[src/rtl/dbg_wpt_pkg.sv]
`timescale 1ns/1ps
package dbg_wpt_pkg;
   typedef enum logic [1:0] {
      CMP_EQ = 2'd0,
      CMP_NE = 2'd1,
      CMP_LT = 2'd2,
      CMP_GT = 2'd3
   } cmp_rel_e;

   localparam int N_ICMP    = 4;            // fetch-address comparators
   localparam int N_DPAIR   = 2;            // address/data comparator pairs
   localparam int N_CMP     = N_ICMP + 2 * N_DPAIR;
   localparam int N_WP      = N_ICMP + N_DPAIR;
   localparam int SEL_W     = 5;
   localparam int REF_BASE  = 0;
   localparam int CTL_BASE  = REF_BASE + N_CMP;
   localparam int CNT_BASE  = CTL_BASE + N_CMP;
   localparam int CTL_EN    = 2;
endpackage

[src/rtl/dbg_wpt_cmp.sv]
`timescale 1ns/1ps
module dbg_wpt_cmp
   import dbg_wpt_pkg::*;
#(
   parameter int W     = 32,
   parameter int CFG_W = 32
) (
   input  logic             clk,
   input  logic             rst_n,
   input  logic             wr_ref,
   input  logic             wr_ctl,
   input  logic [CFG_W-1:0] wdata,
   input  logic             qual,
   input  logic [W-1:0]     opnd,
   output logic             hit
);
   logic [W-1:0] ref_q;
   cmp_rel_e     rel_q;
   logic         en_q;
   logic         rel_ok;
   logic [W-1:0] ref_d;

   generate
      if (W == CFG_W) begin : g_full
         assign ref_d = wdata;
      end else begin : g_slice
         assign ref_d = wdata[W-1:0];
      end
   endgenerate

   always_ff @(posedge clk or negedge rst_n) begin
      if (!rst_n) begin
         ref_q <= '0;
         rel_q <= CMP_EQ;
         en_q  <= 1'b0;
      end else begin
         if (wr_ref) ref_q <= ref_d;
         if (wr_ctl) begin
            rel_q <= cmp_rel_e'(wdata[1:0]);
            en_q  <= wdata[CTL_EN];
         end
      end
   end

   always_comb begin
      case (rel_q)
         CMP_EQ:  rel_ok = (opnd == ref_q);
         CMP_NE:  rel_ok = (opnd != ref_q);
         CMP_LT:  rel_ok = (opnd <  ref_q);
         default: rel_ok = (opnd >  ref_q);
      endcase
   end

   assign hit = qual & en_q & rel_ok;
endmodule

[src/rtl/dbg_wpt_evcnt.sv]
`timescale 1ns/1ps
module dbg_wpt_evcnt #(
   parameter int CNT_W = 8
) (
   input  logic             clk,
   input  logic             rst_n,
   input  logic             wr,
   input  logic [CNT_W-1:0] wdata,
   input  logic             ev,
   output logic             fire
);
   logic [CNT_W-1:0] limit_q;
   logic [CNT_W-1:0] left_q;
   logic             armed;

   assign armed = (limit_q != '0);
   assign fire  = ev & ~wr & armed & (left_q == CNT_W'(1));

   always_ff @(posedge clk or negedge rst_n) begin
      if (!rst_n) begin
         limit_q <= '0;
         left_q  <= '0;
      end else if (wr) begin
         limit_q <= wdata;
         left_q  <= wdata;
      end else if (ev && armed) begin
         if (left_q <= CNT_W'(1)) left_q <= limit_q;
         else                     left_q <= left_q - CNT_W'(1);
      end
   end
endmodule

[src/rtl/dbg_wpt_unit.sv]
`timescale 1ns/1ps
module dbg_wpt_unit
   import dbg_wpt_pkg::*;
#(
   parameter int AW    = 32,
   parameter int DW    = 32,
   parameter int CNT_W = 8,
   localparam int CFG_W = (AW > DW) ? AW : DW
) (
   input  logic             clk,
   input  logic             rst_n,
   input  logic             cfg_we,
   input  logic [SEL_W-1:0] cfg_addr,
   input  logic [CFG_W-1:0] cfg_wdata,
   input  logic             if_valid,
   input  logic [AW-1:0]    if_addr,
   input  logic             ls_valid,
   input  logic [AW-1:0]    ls_addr,
   input  logic [DW-1:0]    ls_data,
   output logic [N_WP-1:0]  wp_o,
   output logic             brk_o
);
   if (AW < 1 || DW < 1) begin : g_bad_width
      $error("dbg_wpt_unit: bus widths must be at least 1");
   end
   if (CNT_W < 1 || CNT_W > CFG_W) begin : g_bad_cnt
      $error("dbg_wpt_unit: CNT_W must lie in 1..max(AW,DW)");
   end
   if (CNT_BASE + N_WP > (1 << SEL_W)) begin : g_bad_map
      $error("dbg_wpt_unit: register map exceeds select width");
   end

   logic [N_ICMP-1:0]  i_hit;
   logic [N_DPAIR-1:0] a_hit;
   logic [N_DPAIR-1:0] d_hit;
   logic [N_WP-1:0]    wp_hit;
   logic [N_WP-1:0]    fire;

   function automatic logic sel(input logic [SEL_W-1:0] a, input int idx);
      return cfg_we && (a == SEL_W'(idx));
   endfunction

   for (genvar i = 0; i < N_ICMP; i++) begin : g_icmp
      dbg_wpt_cmp #(.W(AW), .CFG_W(CFG_W)) u_cmp (
         .clk    (clk),
         .rst_n  (rst_n),
         .wr_ref (sel(cfg_addr, REF_BASE + i)),
         .wr_ctl (sel(cfg_addr, CTL_BASE + i)),
         .wdata  (cfg_wdata),
         .qual   (if_valid),
         .opnd   (if_addr),
         .hit    (i_hit[i])
      );
   end

   for (genvar j = 0; j < N_DPAIR; j++) begin : g_dpair
      dbg_wpt_cmp #(.W(AW), .CFG_W(CFG_W)) u_acmp (
         .clk    (clk),
         .rst_n  (rst_n),
         .wr_ref (sel(cfg_addr, REF_BASE + N_ICMP + j)),
         .wr_ctl (sel(cfg_addr, CTL_BASE + N_ICMP + j)),
         .wdata  (cfg_wdata),
         .qual   (ls_valid),
         .opnd   (ls_addr),
         .hit    (a_hit[j])
      );
      dbg_wpt_cmp #(.W(DW), .CFG_W(CFG_W)) u_dcmp (
         .clk    (clk),
         .rst_n  (rst_n),
         .wr_ref (sel(cfg_addr, REF_BASE + N_ICMP + N_DPAIR + j)),
         .wr_ctl (sel(cfg_addr, CTL_BASE + N_ICMP + N_DPAIR + j)),
         .wdata  (cfg_wdata),
         .qual   (ls_valid),
         .opnd   (ls_data),
         .hit    (d_hit[j])
      );
   end

   assign wp_hit = {a_hit & d_hit, i_hit};

   for (genvar w = 0; w < N_WP; w++) begin : g_cnt
      dbg_wpt_evcnt #(.CNT_W(CNT_W)) u_cnt (
         .clk   (clk),
         .rst_n (rst_n),
         .wr    (sel(cfg_addr, CNT_BASE + w)),
         .wdata (cfg_wdata[CNT_W-1:0]),
         .ev    (wp_hit[w]),
         .fire  (fire[w])
      );
   end

   always_ff @(posedge clk or negedge rst_n) begin
      if (!rst_n) begin
         wp_o  <= '0;
         brk_o <= 1'b0;
      end else begin
         wp_o  <= wp_hit;
         brk_o <= |fire;
      end
   end
endmodule

[config.mk]
export PLATFORM = sky130hd
export DESIGN_NAME = dbg_wpt_unit
export DESIGN_NICKNAME = d
export VERILOG_FILES = /design/src/rtl/dbg_wpt_pkg.sv /design/src/rtl/dbg_wpt_cmp.sv /design/src/rtl/dbg_wpt_evcnt.sv /design/src/rtl/dbg_wpt_unit.sv
export SDC_FILE = /design/constraint.sdc
export NUM_CORES = 1
export LEC_CHECK = 0
export CORE_UTILIZATION = 65
export DETAILED_ROUTE_END_ITERATION = 10
export GPL_ROUTABILITY_DRIVEN = 0
export HOLD_SLACK_MARGIN = 0.03
export PLACE_DENSITY_LB_ADDON = 0.12
export SYNTH_ARGS = -nofsm -noshare
export SYNTH_HDL_FRONTEND = slang
export SYNTH_SLANG_ARGS = --single-unit
[constraint.sdc]
create_clock -name clk -period 5.7 [get_ports clk]
set_input_delay 1.14 -clock clk [delete_from_list [all_inputs] [get_ports clk]]
set_output_delay 1.14 -clock clk [all_outputs]
set_load 0.01 [all_outputs]
### Word-level counts from Yosys, hierarchy flattened

Cells that the tools add are included.
W data, S select, Z words.

| storage, ports and cells | value |
|---|---|
| register bits | 383 |
| latch bits | 0 |
| bits in writable memories | 0 |
| ROM bits | 0 |
| input port bits | 138 |
| word-level logic and storage cells | 242 |
| memories kept | 0 |

| cells by class | value |
|---|---|
| add/subtract/negate cells | 6 |
| $mul | 0 |
| divide/modulo/power cells | 0 |
| magnitude comparators | 22 |
| equal/unequal tests | 59 |
| shifts and indexed selects | 0 |
| multiplexer cells | 26 |
| bitwise gates (word level) | 41 |
| reductions and logical operators | 50 |

Operator list:

| kind | count |
|---|---|
| $eq A32 B32 Y1 | 8 |
| $gt A32 B32 Y1 | 8 |
| $lt A32 B32 Y1 | 8 |
| $ne A32 B32 Y1 | 8 |
| $mux W8 | 18 |
| $eq A8 B1 Y1 const B | 6 |
| $le A8 B1 Y1 const B | 6 |
| $reduce_bool A8 Y1 | 6 |
| $sub A8 B1 Y8 const B | 6 |
| $eq A5 B4 Y1 const B | 8 |
| $and A1 B1 Y1 | 34 |
| $eq A5 B5 Y1 const B | 6 |
| $logic_and A1 B1 Y1 | 28 |
| $pmux W1 S3 | 8 |
| $eq A5 B3 Y1 const B | 4 |
| $eq A2 B1 Y1 const B | 8 |
| $eq A2 B2 Y1 const B | 8 |
| $logic_not A2 Y1 | 8 |
| $reduce_bool A2 Y1 | 6 |
| $eq A5 B2 Y1 const B | 2 |
| $not A1 Y1 | 6 |
| $reduce_or A6 Y1 | 1 |
| $eq A5 B1 Y1 const B | 1 |
| $logic_not A5 Y1 | 1 |
| $and A2 B2 Y2 | 1 |

### Depth between registers and ports, before layout

| depth | value |
|---|---|
| word-level depth | 8 |
| mapped depth | 12 |
| gate-level depth less buffers | 11 |

### Cells and area by module

From an unflattened synthesis, not the netlist that was laid out.

| unflattened totals | value |
|---|---|
| cell total of the unflattened synthesis | 2517 |
| area total of the unflattened synthesis | 22507.8 um^2 |

By module, submodules not included:

| module | times used | cells each | area an instance (um^2) |
|---|---|---|---|
| dbg_wpt_cmp | 8 | 227 | 2054.5 |
| dbg_wpt_evcnt | 6 | 109 | 947.2 |
| dbg_wpt_unit | 1 | 47 | 389.1 |

### Worst setup path before layout

Ideal clock, no wire load.

| timing | value |
|---|---|
| kind | in2reg |
| start point | in ls_data[14] |
| end point | reg g_cnt[4].u_cnt.left_q[1] |
| library setup time | 0.121 ns |
| arrival time | 3.382 ns |
| setup slack | 2.197 ns |
| stages | 11 |
| buffers on the path | 1 |
| cells stage by stage | ha_1 -> nand4_2 -> or4_4 -> a21o_2 -> a31oi_1 -> nor2_1 -> xnor2_1 -> a211oi_2 -> buf_6 -> a31oi_1 -> a22o_1 |

| on the way | value |
|---|---|
| cells in the longest elaborated chain, start to end | 6 |

RTL lines:

| item | line | RTL |
|---|---|---|
| start: declaration | dbg_wpt_unit.sv:19 | `input logic [DW-1:0] ls_data,` |
| $gt A32 B32 Y1, or another cell as far along | dbg_wpt_cmp.sv:50 | `default: rel_ok = (opnd > ref_q);` |
| $pmux W1 S3 * | dbg_wpt_cmp.sv:46 | `case (rel_q)` |
| $and A1 B1 Y1 * | dbg_wpt_cmp.sv:54 | `assign hit = qual & en_q & rel_ok;` |
| $and A2 B2 Y2 * | dbg_wpt_unit.sv:79 | `assign wp_hit = {a_hit & d_hit, i_hit};` |
| named net g_cnt[4].u_cnt.ev | dbg_wpt_evcnt.sv:9 | `input logic ev,` |
| $logic_and A1 B1 Y1 * | dbg_wpt_evcnt.sv:26 | `end else if (ev && armed) begin` |
| $reduce_bool A2 Y1 (no line) * | - |  |
| end signal: assignment | dbg_wpt_evcnt.sv:25 | `left_q <= wdata;` |
| end signal: assignment | dbg_wpt_evcnt.sv:27 | `if (left_q <= CNT_W'(1)) left_q <= limit_q;` |
| end signal: assignment | dbg_wpt_evcnt.sv:28 | `else left_q <= left_q - CNT_W'(1);` |
| end: declaration | dbg_wpt_evcnt.sv:13 | `logic [CNT_W-1:0] left_q;` |

The timed path passes the listed nets; every way through them passes the cells marked *.
A chain may end at the register's enable or synchronous reset.

### Final worst setup path

| timing | value |
|---|---|
| start point | in if_addr[29] |
| end point | reg g_cnt[0].u_cnt.left_q[0] |

| on the way | value |
|---|---|
| cells in the longest elaborated chain, start to end | 5 |

RTL lines:

| item | line | RTL |
|---|---|---|
| start: declaration | dbg_wpt_unit.sv:16 | `input logic [AW-1:0] if_addr,` |
| $gt A32 B32 Y1, or another cell as far along | dbg_wpt_cmp.sv:50 |  |
| $pmux W1 S3 * | dbg_wpt_cmp.sv:46 |  |
| $and A1 B1 Y1 * | dbg_wpt_cmp.sv:54 |  |
| $logic_and A1 B1 Y1 * | dbg_wpt_evcnt.sv:26 |  |
| $reduce_bool A2 Y1 (no line) * | - |  |
| end signal: assignment | dbg_wpt_evcnt.sv:25 |  |
| end signal: assignment | dbg_wpt_evcnt.sv:27 |  |
| end signal: assignment | dbg_wpt_evcnt.sv:28 |  |
| end: declaration | dbg_wpt_evcnt.sv:13 |  |

Every way passes the cells marked *; elsewhere a longest branch is shown, timed or not.

==> results.md <==
- The largest net degree at the start of global routing is ~120.
- The power per cell area is between 300 and 400 nW/um^2.
- The worst-case IR drop observed on VDD is approximately 0.00024 V.
- Summed over all cells, the static leakage comes to around 0.013 uW.
- The clock latency of the later-clocked register in the worst-skew pair is 580 ps.
- The number of pins with negative max-slew slack in the final report came to 0.
- Measured against its own limit, the worst slew margin works out to between 20% and 30%.
- In this run the standard cell core region covers approximately 35000 um^2.
- The start-to-end type of the worst setup path is primary input to flop.
- The fraction of layout cells with a size suffix above 1 is around an eighth.
- The clock passes through at most 3 buffers.
- The count of buffers added by post-CTS timing repair for setup is 0.
- The first routing iteration left around 1400 violations.
- The combined area of all synthesized cells is ~23000 um^2.
- The H-tree generated during clock tree synthesis spans 2 levels.
- The worst hold margin is around 500 ps.
- The worst setup path is captured at a flop.
- Using the TritonRoute via totals, the vias-per-cell ratio works out to about 6.1.
- The launching element type of the critical path is a primary input.
- At the worst endpoint, the required time is 6120 ps.
- The combinational share of power is ~28%.
- After filler insertion, the fill cell instance count of the layout stands at ~2400.
- Port buffering added between 100 and 150 buffers.
- The HPWL after detailed placement is 42750 um.
- The layout-stage area growth over the synthesis result is 14.52%.
- STA puts the critical path data arrival time at between 4000 and 5000 ps.
- The final critical path takes up between 80% and 90% of the cycle.
- The classification of the worst-slack hold path is flop to flop.
- After detailed routing, the number of remaining DRC violations is 0.
- From bottom edge to top edge, the die measures about 190 um.
- In this run the clock root is driven by a sky130_fd_sc_hd__clkbuf_16.
- Dividing the detail-routed wire length by the instance count gives 20.12 um.
- The floorplan step set the die width to approximately 190 um.
- The setup TNS after final layout is 0 ps.
- Synthesis inferred approximately 380 register bits.
- The final wirelength is around 60000 um.
- The number of hold violations in the final report is 0.
- The tool flagged a number of max-cap violations equal to 0.
- The share of async-settable or async-resettable flops after synthesis is between 90% and 100%.
- The number of antenna violations at the first check in global routing was 4.
- The clock sink total is 383.
- Static timing analysis puts the maximum clock frequency at 219.1 MHz.
- The multi-input combinational cell area is around 12000 um^2.
- The net switching power is between 3000 and 4000 uW.
- Cell internal power was estimated by the tool at roughly 6100 uW.
- For this run, the leading register cell type out of synthesis is sky130_fd_sc_hd__dfrtp_1.
- The highest net fanout along the worst path is 10.
- The clock buffer count from CTS is 43.
- Hold repair after CTS inserted 0 buffers.
- The initial core utilization is about two thirds.
- The synthesized netlist contains 70 unique library cells.
- The synthesized instance count is ~2300.
- The post-detailed-route count of antenna-violating nets is 0.
- The first global-routing pass estimated 95540 um of wire.
- The clock arrives with approximately 13 ps of skew.
- between 100 and 150 I/O pins were placed.
- Setup repair after global routing left no endpoint under its margin.
- The cell row count is 68.
- The routed layout has roughly 18000 vias.
- The via count of the first global-routing pass is ~18000.
- At the pin with the least slew margin, the transition time is 1176 ps.
- The mean area per synthesized cell is roughly 9.7 um^2.
- The count of cells resized by post-cts repair is 0.
- The clock network fraction of design power is 30.5%.
- The register cell area after layout is approximately 9600 um^2.
- The worst path needs roughly 4600 ps of the cycle, external delays included.
- TritonCTS built the clock tree.
- The flow ran to the end, and the final reports show no timing, DRC or antenna violations.
- The number of detailed-route iterations in the first pass is 5.
- Synthesis produced a netlist with a net count of between 2000 and 3000.
- For this run the aggregate overflow at the end of global routing stands at 0.
- In this run switching power makes up between 30% and 40% of total power.
- The sequential fraction of the synthesis area is 42.03%.
- The sequential cell fraction of total power is approximately two fifths.
- Setup violations remaining at the end of the flow were counted as 0.
- The number of flops mapped to enable cells by yosys is 0.
- The total track usage is roughly 34%.
- The die covers 35830 um^2.
- At the end of the flow, the number of nets in the layout was around 2900.
- Yosys printed 0 warnings.
- Clock-pin slew was measured on the worst setup and hold paths at roughly 60 ps.
-- flip-flops by register name, summed over array words and instances, names as in the netlist --
register / flops
g_icmp.u_cmp.ref_q: 128
g_dpair.u_acmp.ref_q: 64
g_dpair.u_dcmp.ref_q: 64
g_cnt.u_cnt.left_q: 48
g_cnt.u_cnt.limit_q: 48
g_icmp.u_cmp.rel_q: 8
wp_o: 6
g_dpair.u_acmp.rel_q: 4
g_dpair.u_dcmp.rel_q: 4
g_icmp.u_cmp.en_q: 4
g_dpair.u_acmp.en_q: 2
g_dpair.u_dcmp.en_q: 2
brk_o: 1
-- cell usage in the layout, fill, tap and decap left out, types with 7 or more instances in the layout --
cell type                         count
sky130_fd_sc_hd__clkbuf_16           43
sky130_fd_sc_hd__nor2b_1             16
sky130_fd_sc_hd__o31ai_1              9
sky130_fd_sc_hd__buf_4               17
sky130_fd_sc_hd__a21o_1              41
sky130_fd_sc_hd__clkinv_2             7
sky130_fd_sc_hd__and4_1              12
sky130_fd_sc_hd__nor3b_1              7
sky130_fd_sc_hd__nand4_1             56
sky130_fd_sc_hd__inv_1              288
sky130_fd_sc_hd__and3_1              12
sky130_fd_sc_hd__a31oi_1              9
sky130_fd_sc_hd__nor2_1              56
sky130_fd_sc_hd__dfrtp_1            383
sky130_fd_sc_hd__a21oi_1            141
sky130_fd_sc_hd__or3_1                8
sky130_fd_sc_hd__mux2_2             216
sky130_fd_sc_hd__nor3_1              30
sky130_fd_sc_hd__nand3_1             37
sky130_fd_sc_hd__ha_1               268
sky130_fd_sc_hd__nand2b_1            10
sky130_fd_sc_hd__clkbuf_1            11
sky130_fd_sc_hd__nand2_1            338
sky130_fd_sc_hd__clkbuf_8             8
sky130_fd_sc_hd__o21ai_0            149
sky130_fd_sc_hd__mux2i_1             17
sky130_fd_sc_hd__xnor2_1             12
sky130_fd_sc_hd__a22oi_1              7
sky130_fd_sc_hd__a221oi_1            14
sky130_fd_sc_hd__nor4_1              24
sky130_fd_sc_hd__clkdlybuf4s50_1    143
sky130_fd_sc_hd__o211ai_1            25
-- per-layer routing --
layer | wire length, um | GRT usage, %
met1 | 26320 | 47.95
met2 | 27760 | 54.30
met5 | 12 | 0
met3 | 4212 | 6.006
met4 | 1539 | 10.30
-- critical path, cell delays in order --
cell                              delay, ps
sky130_fd_sc_hd__clkdlybuf4s50_1        550
sky130_fd_sc_hd__ha_1                   370
sky130_fd_sc_hd__nand4_1                150
sky130_fd_sc_hd__nor4_1                 570
sky130_fd_sc_hd__nor3b_1                650
sky130_fd_sc_hd__and3_1                 310
sky130_fd_sc_hd__or3_1                  120
sky130_fd_sc_hd__nand4_1                190
sky130_fd_sc_hd__a211oi_4               550
sky130_fd_sc_hd__mux2i_1                260
sky130_fd_sc_hd__a22oi_1                110
-- power by group through the flow --
| stage | registers [uW] | logic (uW) | clock network [uW] |
|---|---|---|---|
| 2_1_floorplan | 3660 | 1830 | 0 |
| 3_3_place_gp | 3750 | 2400 | 0 |
| 3_5_place_dp | 3780 | 2550 | 0 |
| 4_1_cts | 3740 | 2590 | 2820 |
| 5_1_grt | 3830 | 2940 | 2920 |
| 6_report | 3750 | 2610 | 2790 |
-- final cells by class --
class / instances / area share [%]
clock inverters: 17 / 0.6947
repair buffers: 163 / 6.181
inverters: 288 / 4.140
well taps: 455 / 2.180
flip-flops and latches: 383 / 36.70
clock buffers: 62 / 4.700
multi-input cells: 1604 / 45.39
diodes: 2 / 0.01916
-- path summary, 6_finish.rpt --
kind | start | endpoint | slack [ps] | depth (start not counted)
worst max register to register | g_dpair[1].u_acmp.ref_q[14] | brk_o | 1850 | 11
worst max-delay path | if_addr[29] | g_cnt[0].u_cnt.left_q[0] | 1130 | 11
min in group asynchronous | rst_n | g_dpair[1].u_acmp.ref_q[21] | 590 | 1
max in group asynchronous | rst_n | g_cnt[3].u_cnt.left_q[3] | 3800 | 2
worst min-delay path | g_icmp[0].u_cmp.ref_q[22] | g_icmp[0].u_cmp.ref_q[22] | 500 | 1
worst min register to register | g_icmp[0].u_cmp.ref_q[22] | g_icmp[0].u_cmp.ref_q[22] | 500 | 1
-- synth_stat cells (7+ instances only) --
library cell,instances,share of area [%]
sky130_fd_sc_hd__nor3_1,31,0.68
sky130_fd_sc_hd__a31oi_1,9,0.25
sky130_fd_sc_hd__mux2i_1,17,0.75
sky130_fd_sc_hd__or3_1,8,0.22
sky130_fd_sc_hd__nand4_1,56,1.5
sky130_fd_sc_hd__xnor2_1,12,0.46
sky130_fd_sc_hd__nor3b_1,7,0.23
sky130_fd_sc_hd__dfrtp_1,383,42
sky130_fd_sc_hd__nand2b_1,10,0.27
sky130_fd_sc_hd__buf_1,19,0.31
sky130_fd_sc_hd__ha_1,268,15
sky130_fd_sc_hd__and4_1,12,0.46
sky130_fd_sc_hd__nand3_1,37,0.81
sky130_fd_sc_hd__a21o_1,41,1.3
sky130_fd_sc_hd__mux2_2,216,11
sky130_fd_sc_hd__nor2b_1,16,0.44
sky130_fd_sc_hd__o211ai_1,25,0.82
sky130_fd_sc_hd__nand2_1,338,5.6
sky130_fd_sc_hd__a21oi_1,141,3.1
sky130_fd_sc_hd__o21ai_0,149,3.3
sky130_fd_sc_hd__a221oi_1,14,0.54
sky130_fd_sc_hd__and3_1,12,0.33
sky130_fd_sc_hd__a22oi_1,7,0.23
sky130_fd_sc_hd__o31ai_1,9,0.30
sky130_fd_sc_hd__nor2_1,57,0.94
sky130_fd_sc_hd__clkbuf_1,49,0.81
sky130_fd_sc_hd__inv_1,288,4.7
sky130_fd_sc_hd__nor4_1,24,0.66
-- cell families after synthesis --
family	count (synthesis)	share of synthesized area, %
flops	383	42.03
buf+inv	361	6.047
compound gates	451	12.04
xor+xnor	14	0.5377
mux	233	11.41
simple gates	638	13.22
fa+ha+maj	268	14.71
-- per-stage QoR --
stage | cells | total power (uW) | utilization (%) | cell area [um^2] | worst slack, ps
6_report | 2974 | 9156 | 75.60 | 26120 | 1135
4_1_cts | 2972 | 9154 | 75.59 | 26110 | 1207
3_5_place_dp | 2893 | 6328 | 71.51 | 24700 | 647.0
2_1_floorplan | 2348 | 5485 | - | 22800 | 2197
3_3_place_gp | 2893 | 6150 | 71.51 | 24700 | 670.2
5_1_grt | 2973 | 9686 | 75.59 | 26110 | 962.1
Power figures use the tool's default switching activity.
